--- src/rtl/spec_log_rec.sv ---
module spec_log_rec #(
  parameter int NREGS       = 16,
  parameter int DATA_W      = 32,
  parameter int ADDR_W      = 20,
  parameter int CHUNK_WORDS = 256,
  parameter int BLOCK_N     = 8
) (
  input  logic                       clk,
  input  logic                       rst_n,
  input  logic                       in_valid,
  output logic                       in_ready,
  input  logic [1:0]                 in_op,
  input  logic                       in_src1_en,
  input  logic [$clog2(NREGS)-1:0]   in_src1,
  input  logic [DATA_W-1:0]          in_src1_val,
  input  logic                       in_src2_en,
  input  logic [$clog2(NREGS)-1:0]   in_src2,
  input  logic [DATA_W-1:0]          in_src2_val,
  input  logic                       in_dst_en,
  input  logic [$clog2(NREGS)-1:0]   in_dst,
  input  logic [DATA_W-1:0]          in_result,
  input  logic [DATA_W-1:0]          in_addr,
  input  logic [DATA_W-1:0]          in_sdata,
  input  logic                       free_valid,
  input  logic [ADDR_W-1:0]          free_base,
  output logic                       free_take,
  output logic                       log_we,
  output logic [ADDR_W-1:0]          log_addr,
  output logic                       log_link,
  output logic [1:0]                 log_kind,
  output logic [$clog2(NREGS)-1:0]   log_reg,
  output logic [DATA_W-1:0]          log_opa,
  output logic [DATA_W-1:0]          log_opb,
  output logic                       full
);
  localparam int RW = $clog2(NREGS);
  localparam int CW = $clog2(CHUNK_WORDS);
  localparam int BW = $clog2(BLOCK_N + 1);
  localparam logic [CW-1:0] OFF_LAST  = CW'(CHUNK_WORDS - 1);
  localparam logic [BW-1:0] BLK_LAST  = BW'(BLOCK_N - 1);
  localparam logic [RW-1:0] REG_LAST  = RW'(NREGS - 1);
  localparam logic [1:0] K_AREG = 2'd0, K_WREG = 2'd1, K_ALOAD = 2'd2, K_STORE = 2'd3;
  localparam logic [1:0] OP_LOAD = 2'd1, OP_STORE = 2'd2;

  typedef enum logic [2:0] {S_IDLE, S_SRC1, S_SRC2, S_MEM, S_FLUSH} st_t;
  st_t st;

  logic [1:0]        op_q;
  logic              s1en_q, s2en_q, den_q;
  logic [RW-1:0]     s1_q, s2_q, d_q, scan;
  logic [DATA_W-1:0] v1_q, v2_q, res_q, addr_q, sd_q;
  logic [NREGS-1:0]  known, dirty;
  logic [DATA_W-1:0] rval [NREGS];
  logic [BW-1:0]     blk_cnt;
  logic [ADDR_W-1:0] base_q;
  logic [CW-1:0]     off_q;
  logic              have_q, full_q;

  logic              need;
  logic [1:0]        kind_c;
  logic [RW-1:0]     reg_c;
  logic [DATA_W-1:0] opa_c, opb_c;

  always_comb begin
    need   = 1'b0;
    kind_c = K_AREG;
    reg_c  = '0;
    opa_c  = '0;
    opb_c  = '0;
    case (st)
      S_SRC1: begin
        need  = s1en_q && !known[s1_q];
        reg_c = s1_q;
        opa_c = v1_q;
      end
      S_SRC2: begin
        need  = s2en_q && !known[s2_q];
        reg_c = s2_q;
        opa_c = v2_q;
      end
      S_MEM: begin
        need   = (op_q == OP_LOAD) || (op_q == OP_STORE);
        kind_c = (op_q == OP_LOAD) ? K_ALOAD : K_STORE;
        opa_c  = addr_q;
        opb_c  = (op_q == OP_LOAD) ? res_q : sd_q;
      end
      S_FLUSH: begin
        need   = dirty[scan];
        kind_c = K_WREG;
        reg_c  = scan;
        opa_c  = rval[scan];
      end
      default: ;
    endcase
  end

  wire room  = have_q && (off_q != OFF_LAST);
  wire emit  = need && room && !full_q;
  wire grab  = need && !room && !full_q && free_valid;
  wire stuck = need && !room && !full_q && !free_valid;
  wire adv   = !need || emit;

  assign in_ready  = (st == S_IDLE) || full_q;
  assign full      = full_q;
  assign free_take = grab;
  assign log_link  = grab && have_q;
  assign log_we    = emit || log_link;
  assign log_addr  = base_q + ADDR_W'(off_q);
  assign log_kind  = log_link ? K_AREG : kind_c;
  assign log_reg   = log_link ? '0 : reg_c;
  assign log_opa   = log_link ? DATA_W'(free_base) : opa_c;
  assign log_opb   = log_link ? '0 : opb_c;

  always_ff @(posedge clk) begin
    if (!rst_n) begin
      st      <= S_IDLE;
      known   <= '0;
      dirty   <= '0;
      blk_cnt <= '0;
      scan    <= '0;
      base_q  <= '0;
      off_q   <= '0;
      have_q  <= 1'b0;
      full_q  <= 1'b0;
      op_q    <= '0;
      s1en_q  <= 1'b0;
      s2en_q  <= 1'b0;
      den_q   <= 1'b0;
      s1_q    <= '0;
      s2_q    <= '0;
      d_q     <= '0;
      v1_q    <= '0;
      v2_q    <= '0;
      res_q   <= '0;
      addr_q  <= '0;
      sd_q    <= '0;
    end else if (!full_q) begin
      if (stuck) begin
        full_q <= 1'b1;
        st     <= S_IDLE;
      end else begin
        if (grab) begin
          base_q <= free_base;
          off_q  <= '0;
          have_q <= 1'b1;
        end
        if (emit) off_q <= off_q + 1'b1;
        case (st)
          S_IDLE: if (in_valid) begin
            op_q   <= in_op;
            s1en_q <= in_src1_en;
            s1_q   <= in_src1;
            v1_q   <= in_src1_val;
            s2en_q <= in_src2_en;
            s2_q   <= in_src2;
            v2_q   <= in_src2_val;
            den_q  <= in_dst_en;
            d_q    <= in_dst;
            res_q  <= in_result;
            addr_q <= in_addr;
            sd_q   <= in_sdata;
            st     <= S_SRC1;
          end
          S_SRC1: if (adv) begin
            if (need) known[s1_q] <= 1'b1;
            st <= S_SRC2;
          end
          S_SRC2: if (adv) begin
            if (need) known[s2_q] <= 1'b1;
            st <= S_MEM;
          end
          S_MEM: if (adv) begin
            if (den_q) begin
              dirty[d_q] <= 1'b1;
              known[d_q] <= 1'b1;
            end
            if (blk_cnt == BLK_LAST) begin
              blk_cnt <= '0;
              scan    <= '0;
              st      <= S_FLUSH;
            end else begin
              blk_cnt <= blk_cnt + 1'b1;
              st      <= S_IDLE;
            end
          end
          S_FLUSH: if (adv) begin
            dirty[scan] <= 1'b0;
            if (scan == REG_LAST) begin
              known <= '0;
              st    <= S_IDLE;
            end else begin
              scan <= scan + 1'b1;
            end
          end
          default: st <= S_IDLE;
        endcase
      end
    end
  end

  always_ff @(posedge clk) begin
    if (st == S_MEM && adv && den_q && !full_q && !stuck) rval[d_q] <= res_q;
  end
endmodule

--- config.mk ---
export PLATFORM = sky130hd
export DESIGN_NAME = spec_log_rec
export DESIGN_NICKNAME = d
export VERILOG_FILES = /design/src/rtl/spec_log_rec.sv
export SDC_FILE = /design/constraint.sdc
export NUM_CORES = 1
export LEC_CHECK = 0
export ABC_AREA = 0
export ABC_CLOCK_PERIOD_IN_PS = 9600
export BUFFER_PORTS_ARGS = -buffer_cell sky130_fd_sc_hd__buf_2
export CAP_MARGIN = 20
export CORE_MARGIN = 5
export CORE_UTILIZATION = 55
export CTS_BUF_LIST = sky130_fd_sc_hd__clkbuf_4
export CTS_CLUSTER_SIZE = 12
export DETAILED_ROUTE_END_ITERATION = 10
export GPL_TIMING_DRIVEN = 0
export MAX_ROUTING_LAYER = met4
export PLACE_DENSITY_LB_ADDON = 0.1
export SLEW_MARGIN = 20
export SYNTH_ARGS = -nofsm -noshare
export SYNTH_HDL_FRONTEND = slang
export SYNTH_SLANG_ARGS = --single-unit
--- constraint.sdc ---
create_clock -name clk -period 9.6 [get_ports clk]
set_input_delay 2.88 -clock clk [delete_from_list [all_inputs] [get_ports clk]]
set_output_delay 2.88 -clock clk [all_outputs]
set_load 0.05 [all_outputs]
Word level (Yosys, flattened, before mapping). Memory sizes are Yosys's and may differ from the RTL's. A register that Yosys moved wholly into a read port is not among the register bits. Index checks and enable logic that the tools add are counted.

Bits in registers: 250. Latch bits: 0. RAM bits: 512. Memory bits (read-only): 0. Bits of input ports: 201. Output and inout bits: 95. Word-level logic and storage cells: 169. Memories kept: 1.

Add/subtract/negate cells: 4. Multipliers: 0. Div/mod/pow operators: 0. $lt $le $gt $ge: 8. Eq/ne operators: 25. Shift operators: 0. Mux-type cells: 61. Bitwise gates (word level): 8. Reduce and logical (&&, ||, !) cells: 41.

Memories: rval (words 16, bits a word 32, rd ports 1, clocked after Yosys merged registers in 1, wr ports 1, RTL line 53) `logic [DATA_W-1:0] rval [NREGS];`.

Operators by type and width (number): 16-bit 2-to-1 mux (11); 32-bit 2-to-1 mux (4); 32-bit one-hot mux with 4 select lines (1); 16-bit OR (4); 16-bit one-hot mux with 4 select lines (1); 4-bit 2-to-1 mux (8); 16-bit one-hot mux with 2 select lines (1); 3-bit 2-to-1 mux (8); 20-bit by 8-bit adder with 20-bit output (1); 4-bit by 5-bit < comparator with 1-bit output (second input constant) (4); 2-bit inequality test (second input constant) (10); 1-bit logical AND (18); 3-bit inequality test (second input constant) (6); 16-bit bitwise AND (1); 1-bit demux with 4-bit select (4); 4-bit by 1-bit >= comparator with 1-bit output (second input constant) (4); 8-bit 2-to-1 mux (2); 16-bit NOT (1); 3-bit one-hot mux with 5 select lines (1); 7-bit AND reduction (2); 1-bit binary-select mux with 4-bit select (3); 1-bit 2-to-1 mux (12); 4-bit one-hot mux with 3 select lines (1); 11-bit AND reduction (1); other kinds (23) (38).

Depth between registers and ports, before layout.
Depth in word-level cells: 14. Gate-level depth with buffers: 11. Mapped depth without buffers: 10.

Least setup slack after synthesis. No wires, ideal clock.

Path kind: input to output. From: input port free_valid. To: output port log_opb[10]. Arrival: 4.291 ns. Required time: 6.720 ns. Slack: 2.429 ns. Stages: 6. Buffers on the path: 2. Cell sequence: nand2_1 nor4b_2 or2_2 buf_2 buf_2 nor2_1.

Longest elaborated chain between the ends: 3.

RTL lines: start, declared (RTL line 24) `input logic free_valid,`; 1-bit logical AND (RTL line 99) `wire grab = need && !room && !full_q && free_valid;`; 1-bit logical AND (RTL line 106) `assign log_link = grab && have_q;`; 32-bit 2-to-1 mux (RTL line 112) `assign log_opb = log_link ? '0 : opb_c;`; end, declared (RTL line 33) `output logic [DATA_W-1:0] log_opb,`.

No other way between the ends.

Final worst setup path.
From: input port free_valid. To: output port log_opb[21].

Same word-level chain as after synthesis.

==> out/qor.txt <==
Setup TNS - 0 ps
Tmin final - 7765 ps
CTS H-tree depth - 4
RSZ-0062 raised after global routing - no
Die Span Y - 253.3 um
Initial Util - 0.5536
Cell row count - 89
Final hold violation count - 0
Vias in the first global route - 23,260
Outcome - finished clean
Yosys warnings - 0
Critical path's slowest cell - nor4b_2
Synth top area cells - edfxtp_1 47%, dfxtp_1 16%, mux4_2 11%
DP HPWL - 72,380 um
Vias per cell - 5.932
Synth Net Count - 2,642
Post-cts sizing count - 0
First-iteration detailed-routing DRC count - 2,479
Global-route usage over all layers - 0.3181
Initial antenna violation count - 7
Setup crit end kind - primary output
HP Start - sd_q[7]
Area leader, netlist - edfxtp_1
Async set-reset flop share out of synthesis - 0
# DRC - 0
Placer Congestion - 0.9724
Synthesized area - 32,550 um^2
Most frequent cell on the critical path - buf_2
Main synth FF type - edfxtp_1
Post-Route WL - 99,870 um
Hold Crit Class - register to register
Yosys cell types - 69
Via count - 23,230
Skew final - 80.78 ps
Critical path origin - free_valid
Synth Register Bits - 766
IO Count - 296
Critical Path RT - 6720 ps
Sequential area share after synthesis - 0.6286
CTS Buf Count - 191
CTS tree - done
Max FO, Critical Path - 10
Area grow syn2layout - 18.28%
Top-area cell type share of the netlist area - 0.4724
Setup repair bufs after CTS - 0
Fin nets - 3,196
Number of buffers added on ports - 294
Delay of the slowest cell on the worst path - 490 ps
Leakage - 13.77 nW
Worst skew pair latency - 1030 ps
Core ar. - 58,800 um^2
Startpoint Class - primary input
Final hold slack - 463.5 ps
Endpoints failing setup - 0
Max-cap violation count - 0
Per-cell routed wire length - 25.50 um
Clock slew seen by the registers of the worst setup and hold paths - 60 ps
Share of cells above drive strength 1 - 0.3117
Filler cell count - 4,518
Worst-path cell chain - buf_2 -> nand2_1 -> nor4b_2 -> or2_2 -> buf_2 -> buf_2 -> nor2_1 -> buf_2
Number of synthesized flops with an enable pin - 512
Reg2reg start - s2_q[0]
Hold-fix buffers, CTS - 0
DIE AREA - 64,140 um^2
Mapped Cells - 2,425
Largest net degree at the start of global routing - 19
Final ANT Viol Nets - 0
First-pass GRT wire length - 145,700 um
Mapped Avg Cell Area - 13.42 um^2
Classification of the worst setup path - primary input to primary output
Pwr/cell area - 217.4 nW/um^2
Worst slew margin relative to its limit - 0.1271
Worst vdd ir - 0.0001662 V
Part of the cycle the worst path needs - 0.8089
Chip width - 253.3 um
Total global routing overflow - 0
Pwr Total - 8.369 mW
CTS Buffer Depth - 3
Pre-antenna DRT Iters - 5
Fin. max-slew vios - 0
Clock root buffer - clkbuf_4
Worst EP arrival - 4890 ps
Fmax achieved - 128.8 MHz
Sink Count - 766
Slew @ Worst Pin - 1309 ps
-- layout make-up --
| cell class | count | area (um^2) | area share |
|---|---|---|---|
| Timing Repair Buffer | 361 | 2292 | 0.05954 |
| Sequential cell | 766 | 20460 | 0.5314 |
| Antenna cell | 5 | 12.51 | 0.0003250 |
| Tap cell | 773 | 967.2 | 0.02512 |
| Multi-Input combinational cell | 1470 | 11450 | 0.2973 |
| Buffer | 174 | 706.9 | 0.01836 |
| Clock buffer | 306 | 2297 | 0.05967 |
| Inverter | 15 | 56.30 | 0.001463 |
| Clock inverter | 46 | 259.0 | 0.006728 |
-- layer usage --
| layer | part of all wire | track usage | routed length [um] |
|---|---|---|---|
| met5 | 0 | - | 0 |
| met4 | 0.030 | 0.1041 | 2964 |
| met3 | 0.099 | 0.07683 | 9843 |
| met2 | 0.48 | 0.5039 | 48350 |
| met1 | 0.39 | 0.4107 | 38710 |
-- sequential cells by signal (all words and copies together), names as in the netlist, 16 cells and up, named ones only --
register,count
rval,512
base_q,20
v1_q,32
known,16
dirty,16
addr_q,32
v2_q,32
sd_q,32
res_q,32
-- final timing paths --
path / depth (start not counted) / slack (ps) / end
setup / recovery: 8 / 1830 / log_opb[21]
hold / removal: 2 / 460 / sd_q[7]
setup reg to reg: 12 / 5260 / rval[3][13]
hold reg to reg: 2 / 460 / sd_q[7]
-- worst max-delay path: cells and delay by family --
family	cells	cell delay (ps)
AND/OR/NAND/NOR	4	900
buffers and inverters	4	1090
-- per-stage QoR --
stage,area (um^2),std cells,worst slack (ps),utilization
global route,38490,3914,1664,0.6547
detailed placement,35910,3558,1845,0.6107
floorplan,32550,2425,2429,-
global placement,34990,3492,-1141,0.5950
finish,38500,3916,1835,0.6548
CTS,38470,3910,1815,0.6542
-- cell usage after synthesis, drive strengths merged, types with 15 or more instances --
cell    count
mux2       56
a21oi      41
o21a       20
nor3       25
buf        47
clkbuf    127
inv        15
a21boi    180
dfxtp     254
o21ai      67
a22oi      22
nor2      136
nand2     472
edfxtp    512
nand3      45
ha         15
mux2i      45
o221a      15
mux4      164
nor2b      20
-- kinds of logic (layout without fill, tap and decap cells) --
logic type	count (synthesis)	after routing	synth area share
other	0	5	0
multiplexers	265	265	0.1467
adder cells (fa/ha/maj)	16	16	0.006381
XOR/XNOR	22	22	0.005920
AND/OR/NAND/NOR	773	773	0.1035
flip-flops	766	766	0.6286
AO/OA/AOI/OAI	394	394	0.08584
buffers and inverters	189	902	0.02307
-- power breakdown --
part,switching (mW),leakage [nW],internal [mW]
clock network,1.34,1.53,1.48
logic,1.10,5.46,0.418
registers,0.244,6.78,3.79
-- layout by cell type, fill, tap and decap left out, types with 15 or more instances in the layout --
master	netlist	final
a21oi_1	41	41
buf_6	2	18
inv_1	15	15
clkbuf_1	127	124
o221a_2	15	15
buf_2	15	324
dfxtp_1	254	254
mux2i_1	45	45
clkbuf_4	0	306
o21a_1	20	20
nor2b_1	20	20
nor2_1	136	135
ha_1	15	15
nor3_1	16	15
o21ai_0	67	67
edfxtp_1	512	512
clkinv_1	0	29
buf_8	0	21
mux4_2	164	164
nand2_1	472	472
nand3_1	44	44
a22oi_1	21	21
mux2_2	54	54
buf_1	28	21
a21boi_0	180	180
Note: power is estimated with default switching activity, not from simulation.
